### src/rtl/wdt_pkg.sv
package wdt_pkg;
  localparam int KEY_W   = 16;
  localparam int ADDR_W  = 3;
  localparam int PDIV_W  = 3;
  localparam int NUM_CFG = 3;

  localparam logic [KEY_W-1:0] KEY_START  = 16'hCCCC;
  localparam logic [KEY_W-1:0] KEY_FEED   = 16'hAAAA;
  localparam logic [KEY_W-1:0] KEY_UNLOCK = 16'h5555;

  typedef enum logic [ADDR_W-1:0] {
    A_KEY    = 3'd0,
    A_PRESC  = 3'd1,
    A_RELOAD = 3'd2,
    A_WINDOW = 3'd3,
    A_STATUS = 3'd4
  } wdt_addr_e;

  // configuration slots; slot index + 1 is the register address
  localparam int SLOT_PRESC  = 0;
  localparam int SLOT_RELOAD = 1;
  localparam int SLOT_WINDOW = 2;
endpackage

### src/rtl/wdt_prescaler.sv
module wdt_prescaler #(
  parameter int PDIV_W      = 3,
  parameter int MIN_DIV_LOG = 2,
  parameter int MAX_DIV_LOG = 8
) (
  input  logic              clk,
  input  logic              rst_n,
  input  logic              clear,
  input  logic              slow_tick,
  input  logic [PDIV_W-1:0] div_code,
  output logic              cnt_tick
);
  logic [MAX_DIV_LOG-1:0] pre_cnt;
  logic [MAX_DIV_LOG-1:0] terminal;
  int                     dl;

  always_comb begin
    dl = MIN_DIV_LOG + int'(div_code);
    if (dl > MAX_DIV_LOG) dl = MAX_DIV_LOG;
    terminal = {MAX_DIV_LOG{1'b1}} >> (MAX_DIV_LOG - dl);
  end

  assign cnt_tick = slow_tick && (pre_cnt == terminal);

  always_ff @(posedge clk or negedge rst_n) begin
    if (!rst_n)         pre_cnt <= '0;
    else if (clear)     pre_cnt <= '0;
    else if (cnt_tick)  pre_cnt <= '0;
    else if (slow_tick) pre_cnt <= pre_cnt + 1'b1;
  end
endmodule

### src/rtl/wdt_keydec.sv
module wdt_keydec
  import wdt_pkg::*;
(
  input  logic             clk,
  input  logic             rst_n,
  input  logic             clear,
  input  logic             key_we,
  input  logic [KEY_W-1:0] key_data,
  output logic             refresh_p,
  output logic             running,
  output logic             unlocked
);
  assign refresh_p = key_we && (key_data == KEY_FEED);

  always_ff @(posedge clk or negedge rst_n) begin
    if (!rst_n) begin
      running  <= 1'b0;
      unlocked <= 1'b0;
    end else if (clear) begin
      running  <= 1'b0;
      unlocked <= 1'b0;
    end else if (key_we) begin
      if (key_data == KEY_START) running <= 1'b1;
      unlocked <= (key_data == KEY_UNLOCK);
    end
  end


  run_sticky_chk: assert property (@(posedge clk) disable iff (!rst_n)
    running && !clear |=> running);
endmodule

### src/rtl/wdt_cfg_shadow.sv
module wdt_cfg_shadow #(
  parameter int W           = 12,
  parameter int SLOTS       = 3,
  parameter int APPLY_TICKS = 5,
  parameter logic [SLOTS-1:0][W-1:0] RST_VALS = '0
) (
  input  logic                      clk,
  input  logic                      rst_n,
  input  logic                      clear,
  input  logic                      cnt_tick,
  input  logic [SLOTS-1:0]          we,
  input  logic [W-1:0]              wdata,
  output logic [SLOTS-1:0][W-1:0]   applied,
  output logic [SLOTS-1:0]          busy,
  output logic [SLOTS-1:0]          apply_p
);
  localparam int TW = $clog2(APPLY_TICKS + 1);

  for (genvar i = 0; i < SLOTS; i++) begin : g_slot
    logic [W-1:0]  pend;
    logic [TW-1:0] timer;

    assign busy[i]    = (timer != '0);
    assign apply_p[i] = cnt_tick && (timer == TW'(1)) && !we[i];

    always_ff @(posedge clk or negedge rst_n) begin
      if (!rst_n) begin
        pend       <= RST_VALS[i];
        applied[i] <= RST_VALS[i];
        timer      <= '0;
      end else if (clear) begin
        pend       <= RST_VALS[i];
        applied[i] <= RST_VALS[i];
        timer      <= '0;
      end else if (we[i]) begin
        pend  <= wdata;
        timer <= TW'(APPLY_TICKS);
      end else if (cnt_tick && busy[i]) begin
        timer <= timer - 1'b1;
        if (apply_p[i]) applied[i] <= pend;
      end
    end


    busy_hold_chk: assert property (@(posedge clk) disable iff (!rst_n)
      busy[i] && !cnt_tick && !clear |=> busy[i]);
  end
endmodule

### src/rtl/wdt_downcnt.sv
module wdt_downcnt #(
  parameter int W = 12
) (
  input  logic         clk,
  input  logic         rst_n,
  input  logic         clear,
  input  logic         running,
  input  logic         cnt_tick,
  input  logic         freeze,
  input  logic         load,
  input  logic [W-1:0] load_val,
  output logic [W-1:0] count,
  output logic         expire
);
  localparam logic [W-1:0] CNT_MAX = {W{1'b1}};

  logic step;
  assign step   = running && cnt_tick && !freeze;
  assign expire = step && (count == '0);

  always_ff @(posedge clk or negedge rst_n) begin
    if (!rst_n)                     count <= CNT_MAX;
    else if (clear)                 count <= CNT_MAX;
    else if (load)                  count <= load_val;
    else if (step && count != '0)   count <= count - 1'b1;
  end


  idle_hold_chk: assert property (@(posedge clk) disable iff (!rst_n)
    !running && !load && !clear |=> $stable(count));

  freeze_hold_chk: assert property (@(posedge clk) disable iff (!rst_n)
    freeze && !load && !clear |=> $stable(count));
endmodule

### src/rtl/key_watchdog.sv
module key_watchdog
  import wdt_pkg::*;
#(
  parameter int CNT_W       = 12,
  parameter int APPLY_TICKS = 5,
  parameter int MIN_DIV_LOG = 2,
  parameter int MAX_DIV_LOG = 8
) (
  input  logic              clk,
  input  logic              rst_n,
  input  logic              slow_tick,
  input  logic              dbg_halt,
  input  logic              halt_en,
  input  logic              wr_en,
  input  logic [ADDR_W-1:0] wr_addr,
  input  logic [KEY_W-1:0]  wr_data,
  input  logic [ADDR_W-1:0] rd_addr,
  output logic [KEY_W-1:0]  rd_data,
  output logic              wdt_rst,
  output logic [CNT_W-1:0]  count
);
  localparam logic [CNT_W-1:0] CNT_MAX = {CNT_W{1'b1}};
  localparam logic [NUM_CFG-1:0][CNT_W-1:0] CFG_RST = {CNT_MAX, CNT_MAX, {CNT_W{1'b0}}};

  logic                          fire, expire, early;
  logic                          refresh_p, running, unlocked, cnt_tick;
  logic [NUM_CFG-1:0]            cfg_we, busy, apply_p;
  logic [NUM_CFG-1:0][CNT_W-1:0] applied;
  logic                          key_we, cnt_load;
  logic [CNT_W-1:0]              window_v, reload_v;

  assign key_we = wr_en && (wr_addr == A_KEY);

  for (genvar i = 0; i < NUM_CFG; i++) begin : g_we
    assign cfg_we[i] = wr_en && unlocked && (wr_addr == ADDR_W'(i + 1));
  end

  assign window_v = applied[SLOT_WINDOW];
  assign reload_v = applied[SLOT_RELOAD];

  assign early    = refresh_p && running && (window_v != CNT_MAX) && (count > window_v);
  assign fire     = expire || early;
  assign cnt_load = (refresh_p && !early) || apply_p[SLOT_WINDOW];

  wdt_keydec u_keydec (
    .clk(clk), .rst_n(rst_n), .clear(fire),
    .key_we(key_we), .key_data(wr_data),
    .refresh_p(refresh_p), .running(running), .unlocked(unlocked)
  );

  wdt_prescaler #(
    .PDIV_W(PDIV_W), .MIN_DIV_LOG(MIN_DIV_LOG), .MAX_DIV_LOG(MAX_DIV_LOG)
  ) u_presc (
    .clk(clk), .rst_n(rst_n), .clear(fire || apply_p[SLOT_PRESC]),
    .slow_tick(slow_tick), .div_code(applied[SLOT_PRESC][PDIV_W-1:0]),
    .cnt_tick(cnt_tick)
  );

  wdt_cfg_shadow #(
    .W(CNT_W), .SLOTS(NUM_CFG), .APPLY_TICKS(APPLY_TICKS), .RST_VALS(CFG_RST)
  ) u_cfg (
    .clk(clk), .rst_n(rst_n), .clear(fire), .cnt_tick(cnt_tick),
    .we(cfg_we), .wdata(wr_data[CNT_W-1:0]),
    .applied(applied), .busy(busy), .apply_p(apply_p)
  );

  wdt_downcnt #(.W(CNT_W)) u_cnt (
    .clk(clk), .rst_n(rst_n), .clear(fire), .running(running),
    .cnt_tick(cnt_tick), .freeze(dbg_halt && halt_en),
    .load(cnt_load), .load_val(reload_v),
    .count(count), .expire(expire)
  );

  always_ff @(posedge clk or negedge rst_n) begin
    if (!rst_n) wdt_rst <= 1'b0;
    else        wdt_rst <= fire;
  end

  always_comb begin
    rd_data = '0;
    unique case (rd_addr)
      A_PRESC:  rd_data = KEY_W'(applied[SLOT_PRESC]);
      A_RELOAD: rd_data = KEY_W'(reload_v);
      A_WINDOW: rd_data = KEY_W'(window_v);
      A_STATUS: rd_data = KEY_W'(busy);
      default:  rd_data = '0;
    endcase
  end


  rst_pulse_chk: assert property (@(posedge clk) disable iff (!rst_n)
    wdt_rst |=> !wdt_rst);

  rst_defaults_chk: assert property (@(posedge clk) disable iff (!rst_n)
    wdt_rst |-> (count == CNT_MAX) && !running && (busy == '0));

  locked_write_chk: assert property (@(posedge clk) disable iff (!rst_n)
    wr_en && !unlocked && (busy == '0) |=> (busy == '0));

  early_fire_chk: assert property (@(posedge clk) disable iff (!rst_n)
    refresh_p && running && (window_v != CNT_MAX) && (count > window_v) |=> wdt_rst);
endmodule

### config.mk
export PLATFORM = sky130hd
export DESIGN_NAME = key_watchdog
export DESIGN_NICKNAME = d
export VERILOG_FILES = /design/src/rtl/wdt_pkg.sv /design/src/rtl/wdt_prescaler.sv /design/src/rtl/wdt_keydec.sv /design/src/rtl/wdt_cfg_shadow.sv /design/src/rtl/wdt_downcnt.sv /design/src/rtl/key_watchdog.sv
export SDC_FILE = /design/constraint.sdc
export NUM_CORES = 1
export LEC_CHECK = 0
export ABC_AREA = 1
export BUFFER_PORTS_ARGS = -buffer_cell sky130_fd_sc_hd__buf_4
export CAP_MARGIN = 20
export CORE_ASPECT_RATIO = 0.5
export CORE_MARGIN = 2
export CORE_UTILIZATION = 65
export DETAILED_ROUTE_END_ITERATION = 7
export PLACE_DENSITY = 0.95
export SYNTH_ARGS = -nofsm -noshare
export SYNTH_HDL_FRONTEND = slang
export SYNTH_SLANG_ARGS = --single-unit
### constraint.sdc
create_clock -name clk -period 7 [get_ports clk]
set_input_delay 1.05 -clock clk [delete_from_list [all_inputs] [get_ports clk]]
set_output_delay 1.05 -clock clk [all_outputs]
set_load 0.01 [all_outputs]
Word-level counts from Yosys, hierarchy flattened
Cells that the tools add are included.
- shift-type cells: 1
- equal/unequal tests: 18
- muxes and demuxes: 40
- add/sub/neg operators: 7
- magnitude comparators: 2
- reduce and logical (&&, ||, !) cells: 59
- operator list (cell ; count):
    2-to-1 mux 12 bit ; 21
    case mux 12 bit (4 select lines) ; 1
    equality test 16 bit, second input constant ; 2
    > comparator 32 x 5 -> 1 bit, second input constant ; 1
    2-to-1 mux 32 bit ; 1
    >> shifter 8 x 32 -> 8 bit, first input constant ; 1
    subtractor 5 x 32 -> 32 bit, first input constant ; 1
    2-to-1 mux 3 bit ; 9
    logical AND 1 bit ; 25
    2-to-1 mux 8 bit ; 3
    nonzero test 3 bit ; 8
    nonzero test 2 bit ; 11
    equality test 16 x 15 -> 1 bit, second input constant ; 1
    equality test 3 x 1 -> 1 bit, second input constant ; 5
    equality test 3 x 2 -> 1 bit, second input constant ; 4
    > comparator 12 bit ; 1
    zero test 12 bit ; 1
    != test 12 bit, second input constant ; 1
    nonzero test 12 bit ; 1
    subtractor 12 x 1 -> 12 bit, second input constant ; 1
    AND reduction 3 bit ; 3
    subtractor 3 x 1 -> 3 bit, second input constant ; 3
    adder 8 x 1 -> 8 bit, second input constant ; 1
    equality test 8 bit ; 1
    8 further kinds ; 20
- bits in registers: 104
- input port bits: 28
- output and inout bits: 29
- logic and storage cells: 141

Depth between registers and ports, before layout
Gate-level depths: netlist (run 1).
- word-level depth: 13
- depth in mapped cells: 20
- depth with buffers taken out: 19

By module
Synthesis (run 1) repeated with hierarchy kept, for this count alone.
- cells, all modules: 892
- area total of the unflattened synthesis: 6621.4 µm²
- modules (own cells, without submodules) (module ; instances ; cells an instance ; area an instance (µm²) ; seq. area each (µm²)):
    wdt_cfg_shadow ; 1 ; 441 ; 3878.7 ; 2087.0
    wdt_downcnt ; 1 ; 149 ; 983.4 ; 315.3
    key_watchdog ; 1 ; 145 ; 799.5 ; 25.0
    wdt_prescaler ; 1 ; 110 ; 714.4 ; 200.2
    wdt_keydec ; 1 ; 47 ; 245.2 ; 50.0

Worst setup path before layout (run 1)
Ideal clock, no wire load.
- path kind: input to output
- start point: input rd_addr[0]
- end point: output rd_data[11]
- slack: 4105 ps
- path buffers: 1
- arrival time: 1845 ps
- stages on the path: 4
- data required time: 5950 ps
- cell sequence: nor3_1 -> clkbuf_1 -> a22oi_1 -> nand2_1
- word-level cells in the longest chain between the ends: 2
- elaborated cells on any way between the ends: 5
- those cells by class: eq/ne: 4; mux: 1
- ends and longest elaborated chain (what ; RTL line ; RTL):
    start, declared ; key_watchdog.sv:17 ; input logic [ADDR_W-1:0] rd_addr,
    equality test 3 bit, or another cell as far along ; key_watchdog.sv:81 ; unique case (rd_addr)
    case mux 12 bit (4 select lines) * ; key_watchdog.sv:81 ;
    end, declared ; key_watchdog.sv:18 ; output logic [KEY_W-1:0] rd_data,
Mark *: on every way between the ends. The rest lies on a longest branch, timed or not.

Worst setup path after layout (run 1)
- start point: register u_cfg.applied[2] (netlist name)
- end point: register u_cfg.g_slot[0].pend[7]
- word-level cells in the longest chain between the ends: 12
- elaborated cells on any way between the ends: 13
- those cells by class: add/sub: 2; order compare: 1; eq/ne: 1; shift: 1; mux: 2; reduce/logical: 6
- ends and longest elaborated chain (what ; RTL line ; RTL):
    start, declared ; wdt_cfg_shadow.sv:13 ; output logic [SLOTS-1:0][W-1:0] applied,
    start signal, assigned by index ; wdt_cfg_shadow.sv:29 ; applied[i] <= RST_VALS[i];
    start signal, assigned by index ; wdt_cfg_shadow.sv:33 ; applied[i] <= RST_VALS[i];
    start signal, assigned by index ; wdt_cfg_shadow.sv:40 ; if (apply_p[i]) applied[i] <= pend;
    adder 2 x 3 -> 4 bit * ; wdt_prescaler.sv:18 ; dl = MIN_DIV_LOG + int'(div_code);
    > comparator 32 x 5 -> 1 bit ; wdt_prescaler.sv:19 ; if (dl > MAX_DIV_LOG) dl = MAX_DIV_LOG;
    2-to-1 mux 32 bit * ; wdt_prescaler.sv:19 ;
    subtractor 5 x 32 -> 32 bit * ; wdt_prescaler.sv:20 ; terminal = {MAX_DIV_LOG{1'b1}} >> (MAX_DIV_LOG - dl);
    >> shifter 8 x 32 -> 8 bit * ; wdt_prescaler.sv:20 ;
    equality test 8 bit * ; wdt_prescaler.sv:23 ; assign cnt_tick = slow_tick && (pre_cnt == terminal);
    logical AND 1 bit * ; wdt_prescaler.sv:23 ;
    logical AND 1 bit * (2 in series) ; wdt_downcnt.sv:18 ; assign step = running && cnt_tick && !freeze;
    logical AND 1 bit * ; wdt_downcnt.sv:19 ; assign expire = step && (count == '0);
    logical OR 1 bit * ; key_watchdog.sv:42 ; assign fire = expire || early;
    via fire ; key_watchdog.sv:25 ; logic fire, expire, early;
    2-to-1 mux 12 bit / nonzero test 2 bit (equally long branches) ; n/a ;
    end signal, assigned ; wdt_cfg_shadow.sv:28 ; pend <= RST_VALS[i];
    end signal, assigned ; wdt_cfg_shadow.sv:32 ; pend <= RST_VALS[i];
    end signal, assigned ; wdt_cfg_shadow.sv:36 ; pend <= wdata;
    end, declared ; wdt_cfg_shadow.sv:20 ; logic [W-1:0] pend;
The timed path passes the listed nets; every way through them passes the cells marked *.
A chain may end at the register's enable or synchronous reset.

==> metrics.txt, run 1 <==
Worst Skew 9.051 ps; Final Slew Violations 0; Tcrit/Tclk final 0.5195; WL/cell 16.75 µm; Core Box Area 9353 µm²; min-delay worst type flip-flop to flip-flop; Final setup viols 0; post-synthesis simple-gate area fraction 0.2953; vias 5,878; DIE WIDTH 142.0 µm; final wirelength 16,640 µm; RSZ-0062 raised after global routing no; Worst-Skew Late Latency 360 ps; final hold viol count 0; vias in the first global route 5,468; Setup Crit Path Kind flip-flop to flip-flop; CTS Hold Bufs 0; global-route wire length before repair 26,390 µm; Synth Register Bits 104; post-synthesis mux area share 0; Synth Warn # 0; Synth async-reset ratio 1.000; Syn Inst Count 826; WHS Path Cells 2; global route hottest layer met2; Initial Util 0.6614; sequential cell area 2678 µm²; Max Fclk 0.2750 GHz; clk sink count 104; dpl cells 976; initial antenna violation count 0; Leak 3.727 nW; Arr. time, crit path 3940 ps; ratio of cells with drive above 1 in the final layout 0.1755; met1 GRT Util 0.4321; dpl hpwl 11,750 µm; M2 GR Usage 0.5345; EDFF count, synth 0; Area after DPL 6550 µm²; largest net degree at the start of global routing 78; PortBufs 52; Synth Flop Type dfstp_2; post-CTS setup buffers 0; Netlist cell types 43; Post-DRT Antenna Nets 0; Iter 0 DRT Violations 741; Synth Area in XOR/XNOR 0.01841; footprint of the multi-input gates 2898 µm²; largest family of logic cells by synthesized area simple AND/OR/NAND/NOR gates; Synth Cell Area 6186 µm²; Worst setup EP type flip-flop; relative slew slack 0.3741; CTS resizes 0; clk buf depth 2; Root Buffer clkbuf_16; die area 10,360 µm²; worst-margin pin slew 938.9 ps; layout net count 922; CTS Buf Count 9; grt met3 use 0.08990; worst-case reg-to-reg path depth 19; total power 1.362 mW; Post-Place Setup Slack 3178 ps; layout overhead on the synthesized area 10.78%; status complete, no violations; Worst Hold Slack 482.7 ps; peak supply drop 0.1463 mV; startpoint types flip-flop; Final Instance Area 6853 µm²; Placer Congestion 0.9109; maximum fanout along the worst path 59; Pre-antenna DRT Iters 8; Synth Area in Adders 0.05461; Avg Inst Size Synth 7.489 µm²; number of H-tree levels 3; max cap viols 0; Synth Area in Compound Gates 0.09769; via/cell ratio 5.919; total grt overflow 0; post-synthesis sequential area ratio 0.4328; TNS Setup 0 ps; PD cells 198.8 nW/µm²; Worst EP required 7300 ps; clock slew at reported path FFs 80 ps; DR DRC count 0; Tmin final 3636 ps; Ports 57; TritonCTS clock tree yes; Cell Rows 25; ANT cells 0; utilization after layout 0.7327; Die Height 72.98 µm; Finished Layout Cells 993; FILL cells 632; Final WS setup 3364 ps; Tot GR Track Use 0.3310
-- power by group --
group | leakage, nW | switching [mW] | internal (mW)
clock network | 0.143 | 0.255 | 0.252
registers | 1.21 | 0.0296 | 0.633
logic | 2.37 | 0.122 | 0.0709
total | 3.73 | 0.406 | 0.956
-- cell usage in the layout (no fill, tap or decap), drive strengths merged --
| cell | Yosys | routed |
|---|---|---|
| nand3 | 28 | 28 |
| nor3 | 11 | 11 |
| nor2 | 146 | 146 |
| and2 | 2 | 2 |
| xor2 | 11 | 11 |
| clkinv | 0 | 3 |
| xnor2 | 2 | 2 |
| o211ai | 23 | 23 |
| a21boi | 1 | 1 |
| conb | 1 | 4 |
| o2111ai | 1 | 1 |
| a31oi | 1 | 1 |
| a21oi | 19 | 19 |
| inv | 108 | 111 |
| dfrtp | 44 | 44 |
| ha | 27 | 27 |
| a22oi | 9 | 9 |
| o22ai | 2 | 2 |
| nor3b | 1 | 1 |
| clkinvlp | 0 | 1 |
| a32oi | 1 | 1 |
| clkbuf | 6 | 9 |
| buf | 24 | 57 |
| or2 | 3 | 3 |
| o21ai | 37 | 37 |
| o21bai | 1 | 1 |
| nand2 | 238 | 238 |
| nand4 | 11 | 11 |
| nor4 | 5 | 5 |
| o21a | 1 | 1 |
| dfstp | 60 | 60 |
| a221o | 2 | 2 |
-- per-layer routing --
| layer | vias to the layer above | part of all wire |
|---|---|---|
| met4 | 0 | 0.035 |
| li1 | 2687 | - |
| met1 | 2691 | 0.40 |
| met5 | - | 0 |
| met3 | 87 | 0.11 |
| met2 | 413 | 0.45 |
-- synthesized netlist by cell type, drive strengths merged (2+ instances only) --
cell,n,share of area
a21oi,19,0.015
a221o,2,0.0032
a22oi,9,0.011
and2,2,0.0020
buf,24,0.031
clkbuf,6,0.0038
dfrtp,44,0.18
dfstp,60,0.25
ha,27,0.055
inv,108,0.066
nand2,238,0.15
nand3,28,0.024
nand4,11,0.012
nor2,146,0.092
nor3,11,0.0089
nor4,5,0.0051
o211ai,23,0.029
o21ai,37,0.030
o22ai,2,0.0020
or2,3,0.0030
xnor2,2,0.0028
xor2,11,0.016
-- state kept, by name, indices dropped and copies added, names as in the netlist --
name and cells:
u_cfg.applied 36, u_cfg.g_slot.pend 36, u_cfg.g_slot.timer 9, u_cnt.count 12, u_keydec.running 1, u_keydec.unlocked 1, u_presc.pre_cnt 8, wdt_rst 1
-- critical path, stage by stage (launching register included) --
cell and delay [ps]:
dfrtp_1 580, ha_1 220, nand2_1 50, o21ai_0 160
nand2_1 70, ha_1 210, inv_1 80, nand2_1 80
nand2_1 110, nand2_1 80, nand2_1 60, nand3_1 140
nand4_1 180, nand2_1 110, nand2_2 70, buf_4 510
inv_4 110, nor2_2 460, nand2_1 130, nand2_1 110
-- path summary, 6_finish.rpt --
| check | startpoint | to | slack [ps] |
|---|---|---|---|
| max in group asynchronous | rst_n | u_presc.pre_cnt[4] | 5130 |
| setup / recovery | u_cfg.applied[2] | u_cfg.g_slot[0].pend[7] | 3360 |
| min in group asynchronous | rst_n | u_cfg.g_slot[1].timer[0] | 600 |
| hold reg to reg | u_cfg.g_slot[0].pend[10] | u_cfg.g_slot[0].pend[10] | 480 |
| hold / removal | u_cfg.g_slot[0].pend[10] | u_cfg.g_slot[0].pend[10] | 480 |
| setup reg to reg | u_cfg.applied[2] | u_cfg.g_slot[0].pend[7] | 3360 |
-- cells by family after synthesis --
family | count (synthesis)
AOI/OAI and AO/OA | 98
xor gates and xnor gates | 13
adders and majority gates | 27
buffers and inverters | 138
DFF | 104
other | 1
and+or+nand+nor | 445
-- layout make-up --
cell class / instances / area share
Multi-Input combinational cell: 587 / 0.4229
Sequential cell: 104 / 0.3907
Clock buffer: 9 / 0.03286
Tap cell: 121 / 0.02209
Timing Repair Buffer: 57 / 0.06135
Inverter: 108 / 0.05952
Clock inverter: 7 / 0.01059
(Power assumes the default switching activity.)
==> inputs of run 2 (changes only) <==
Settings changed: ABC_AREA 1 to 0, CORE_UTILIZATION 65 to 54, PLACE_DENSITY 0.95 to 0.88.
Clock period 7 ns to 3.17 ns, I/O delays scaled along.
==> metrics.txt, run 2 <==
top flop regs u_cfg.applied: 36 flops, u_cfg.g_slot.pend: 36 flops, u_cnt.count: 12 flops; Post-DRT Antenna Nets 0; Core Box Area 10,980 µm²; vias in the first global route 4,731; WL/cell 19.95 µm; number of H-tree levels 3; DIE WIDTH 154.0 µm; FILL cells 765; Synth async-reset ratio 1.000; TNS Setup 0 ps; Critical Path Max Stage Delay 440 ps; startpoint types flip-flop; most common cell after layout, fill and taps aside mux2i_1; Yosys top cell area share 0.2595; Area after DPL 6688 µm²; CTS Buf Count 9; Leak 3.374 nW; Synth Warn # 0; leading cell types by count after synthesis mux2i_1, nand2_1, dfstp_2; Placer Congestion 0.8908; ANT cells 0; utilization after layout 0.6397; CP max stage cell dfrtp_1; Synth Register Bits 104; status complete, no violations; top cells by area, synth dfstp_2, dfrtp_1, mux2i_1; Tot GR Track Use 0.2696; clk sink count 104; worst path cell trace ha_1 -> or2_2 -> ha_1 -> xor2_2 -> and3_4 -> o21ai_1 -> a21o_4 -> nor4_4 -> buf_12 -> mux2i_1 -> nor2_2; maximum fanout along the worst path 13; reg2reg start u_cfg.applied[1]; Syn Inst Count 600; Initial Util 0.5533; Post-Place Setup Slack 100.6 ps; max cap viols 0; worst-margin pin slew 737.6 ps; dpl hpwl 11,380 µm; final wirelength 16,060 µm; footprint of the multi-input gates 3177 µm²; DR DRC count 0; Netlist cell types 63; min-delay worst type input port to flip-flop; Tmin final 3056 ps; initial antenna violation count 0; clk buf depth 2; Ports 57; Max Fclk 0.3272 GHz; Final Slew Violations 0; Crit path top cell by count ha_1; Synth Cell Area 6075 µm²; Root Buffer clkbuf_16; Arr. time, crit path 3300 ps; Worst EP required 3410 ps; crit path launch u_cfg.applied[1]; sequential cell area 2678 µm²; via/cell ratio 6.191; Avg Inst Size Synth 10.12 µm²; Worst-Skew Late Latency 350 ps; most common cell in the netlist mux2i_1; Tcrit/Tclk final 0.9642; layout overhead on the synthesized area 15.61%; Cell Rows 27; relative slew slack 0.5016; Final setup viols 0; global-route wire length before repair 25,340 µm; Die Height 79.00 µm; vias 4,984; Worst Skew 9.053 ps; PortBufs 52; TritonCTS clock tree yes; Synth Flop Type dfstp_2; Final Instance Area 7023 µm²; total power 3.491 mW; Setup Crit Path Kind flip-flop to flip-flop; RSZ-0062 raised after global routing no; Final WS setup 113.5 ps; largest net degree at the start of global routing 87; EDFF count, synth 0; final hold viol count 0; post-CTS setup buffers 0; die area 12,160 µm²; area leader, netlist dfstp_2; clock slew at reported path FFs 70 ps; peak supply drop 0.2880 mV; total grt overflow 0; PD cells 497.1 nW/µm²; Hold Crit Start wr_data[2]; most frequent cells in the layout mux2i_1, nand2_1, buf_4, dfstp_2, nor2_1; Worst setup EP type flip-flop; post-synthesis sequential area ratio 0.4408; layout net count 709; Iter 0 DRT Violations 375; Pre-antenna DRT Iters 5; ratio of cells with drive above 1 in the final layout 0.3000
==> run 2: cell count changes in the layout (fill, tap and decap cells not counted), sizes merged, moves of 14 or more <==
cell	change
nor2	-85
mux2i	+78
nand2	-167
o21ai	-30
inv	-80
nand3	-18
buf	+14
==> run 2: per-layer routing <==
layer	vias up	part of all wire	GRT usage
met5	-	0	0
met4	0	0.012	0.08318
met3	20	0.092	0.07041
met2	254	0.45	0.4108
met1	2468	0.45	0.3801
li1	2242	-	-
==> run 2: worst paths after layout <==
check | to | slack [ps] | depth (start not counted)
worst max-delay path | u_cfg.applied[4] | 110 | 11
worst min-delay path | u_cfg.g_slot[1].pend[2] | 390 | 3
worst max register to register | u_cfg.applied[4] | 110 | 11
worst min register to register | u_cfg.applied[25] | 510 | 2
max in group asynchronous | u_cfg.applied[20] | 1790 | 4
min in group asynchronous | u_cfg.g_slot[0].pend[0] | 490 | 2
==> run 2: layout make-up <==
class | count | share of cell area
timing repair buffer | 72 | 0.08730
multi-input combinational | 441 | 0.4523
tap | 145 | 0.02583
inverter | 27 | 0.01443
clock inverter | 5 | 0.005701
sequential | 104 | 0.3813
clock buffer | 11 | 0.03314
==> run 2: power breakdown <==
part	leakage, nW	switching [mW]	total [mW]	internal (mW)
Sequential	1.22	0.133	1.63	1.49
Combinational	2.02	0.440	0.795	0.354
Clock	0.137	0.524	1.07	0.545
==> run 2: stage by stage <==
step                      std cells  hold slack, ps
after floorplan                 603           179.9
after global placement          787           492.8
after detailed placement        787           501.9
after CTS                       803           358.1
after global routing            805           399.6
final                           805           389.8
==> run 2: kinds of logic (layout without fill, tap and decap cells) <==
logic type      after synthesis  count (layout)  synth area share
fa+ha+maj                    26              26           0.05355
compound gates               91              91            0.1073
simple gates                221             221            0.1881
other cells                   1               4         0.0006173
mux                          88              88            0.1471
buf+inv                      58             115           0.04552
xor+xnor                     11              11           0.01710
flops                       104             104            0.4408
==> run 2: worst max-delay path: cells and delay by family (launching register included) <==
kind / cells / cell delay, ps
simple gates: 4 / 910
fa+ha+maj: 2 / 480
flops: 1 / 440
compound gates: 2 / 430
xor+xnor: 1 / 250
mux: 1 / 240
buf+inv: 1 / 200
==> run 2: repair_timing <==
action	4_1_cts	5_1_grt
setup endpoints to repair	0	10
hold buffers	0	1
resized for setup	0	6
hold endpoints to repair	0	3
==> inputs of run 3 (changes only) <==
Settings changed: ABC_AREA 0 to 1, PLACE_DENSITY 0.88 to 0.87.
==> metrics.txt, run 3 (synthesis results as in run 1) <==
most frequent cells in the layout nand2_1, nor2_1, inv_1, buf_4, dfstp_2; WL/cell 15.84 µm; largest net degree at the start of global routing 76; vias 5,733; RSZ-0062 raised after global routing no; vias in the first global route 5,395; maximum fanout along the worst path 12; peak supply drop 0.2848 mV; reg2reg start u_cfg.applied[1]; DR DRC count 0; ANT cells 0; via/cell ratio 5.615; Worst setup EP type flip-flop; Tcrit/Tclk final 0.9307; Worst EP required 3410 ps; PD cells 445.5 nW/µm²; TNS Setup 0 ps; final wirelength 16,180 µm; Worst Skew 6.395 ps; dpl cells 1,005; min-delay worst type input port to asynchronous set/reset pin; Cell Rows 27; worst-margin pin slew 948.2 ps; status complete, no violations; FILL cells 905; DIE WIDTH 155.4 µm; startpoint types flip-flop; post-CTS setup buffers 0; total grt overflow 0; Post-DRT Antenna Nets 0; Area after DPL 6635 µm²; layout overhead on the synthesized area 13.07%; Final Instance Area 6994 µm²; Setup Crit Path Kind flip-flop to flip-flop; Die Height 79.68 µm; Finished Layout Cells 1,021; clk sink count 104; ratio of cells with drive above 1 in the final layout 0.1815; number of H-tree levels 3; Core Box Area 11,080 µm²; max cap viols 0; clock slew at reported path FFs 80 ps; TritonCTS clock tree yes; Worst-Skew Late Latency 350 ps; layout net count 926; most common cell after layout, fill and taps aside nand2_1; CTS resizes 0; capturing point of the worst reg2reg path u_cfg.applied[1]; Root Buffer clkbuf_16; Ports 57; Pre-antenna DRT Iters 5; CTS Hold Bufs 0; Iter 0 DRT Violations 572; Arr. time, crit path 3190 ps; total power 3.116 mW; relative slew slack 0.3679; Tmin final 2950 ps; die area 12,380 µm²; Leak 3.805 nW; Initial Util 0.5583; Final Slew Violations 0; Final setup viols 0; dpl hpwl 11,590 µm; top flop regs u_cfg.applied: 36 flops, u_cfg.g_slot.pend: 36 flops, u_cnt.count: 12 flops; final hold viol count 0; initial antenna violation count 0; global-route wire length before repair 26,970 µm; Max Fclk 0.3389 GHz; PortBufs 52; Placer Congestion 0.9155; clk buf depth 2; worst-case reg-to-reg path depth 18; CTS Buf Count 9; Tot GR Track Use 0.2773; R2R Setup Slk 220 ps
[run 3: changes by cell type in the layout (fill, tap and decap cells not counted), moves of 8 or more]
cell,delta
nand2_1,+161
nor2_1,+91
inv_1,+78
mux2i_1,-75
o21ai_0,+27
nand3_1,+16
mux2_2,-10
nand2b_1,-9
nor2_2,-9
o32ai_1,-9
or2_2,-9
o211ai_1,+8
[run 3: critical path, stage by stage (launching register included)]
cell,delay [ps]
dfrtp_1,440
ha_1,250
inv_1,90
nand2_1,70
ha_1,250
inv_1,90
nand2_1,100
nand2_1,130
nand2_1,80
nand2_1,60
nand2_1,60
nor2_2,180
nand3_2,210
inv_2,160
nand2_2,120
nor2_4,110
inv_2,100
nor2_1,250
nor2_1,80
[run 3: routing by layer]
metal  wire length [µm]  vias to the layer above  GRT usage  share of wire
li1                   -                     2697          -              -
met4                316                        0    0.08624          0.020
met3               1588                       40    0.05755          0.098
met5                  0                        -          0              0
met1               7091                     2692     0.3978           0.44
met2               7180                      304     0.4243           0.44
[run 3: cell type report]
type | instances | area [µm²] | share of cell area
Clock buffer | 10 | 250.2 | 0.03578
Inverter | 108 | 407.9 | 0.05832
Sequential cell | 104 | 2679 | 0.3830
Timing Repair Buffer | 61 | 470.5 | 0.06726
Multi-Input combinational cell | 587 | 2925 | 0.4182
Clock inverter | 6 | 80.08 | 0.01145
Tap cell | 145 | 181.4 | 0.02594
[run 3: how the worst max path moves through the flow]
stage	start	endpoint	slack [ps]
floorplan	u_cfg.applied[2]	u_cfg.g_slot[0].pend[10]	810
global placement	u_cfg.applied[2]	u_cnt.count[0]	360
detailed placement	u_cfg.applied[2]	u_cfg.g_slot[0].timer[1]	170
CTS	u_cfg.applied[2]	u_cfg.g_slot[0].pend[0]	140
global route	u_cfg.applied[1]	u_presc.pre_cnt[6]	20
finish	u_cfg.applied[1]	u_cfg.applied[1]	220
[run 3: stage by stage]
stage | hold WS, ps | util | worst slack (ps)
3_5_place_dp | 467.4 | 0.5988 | 174.1
4_1_cts | 302.9 | 0.6286 | 137.4
2_1_floorplan | 179.9 | - | 809.9
5_1_grt | 344.3 | 0.6312 | 17.43
3_3_place_gp | 457.7 | 0.5988 | 357.7
6_report | 252.0 | 0.6312 | 219.6
[run 3: power breakdown]
group	switching (mW)	leakage, nW	total [mW]	internal [mW]
sequential	0.0682	1.21	1.47	1.40
clock	0.543	0.160	1.22	0.679
combinational	0.270	2.43	0.428	0.158
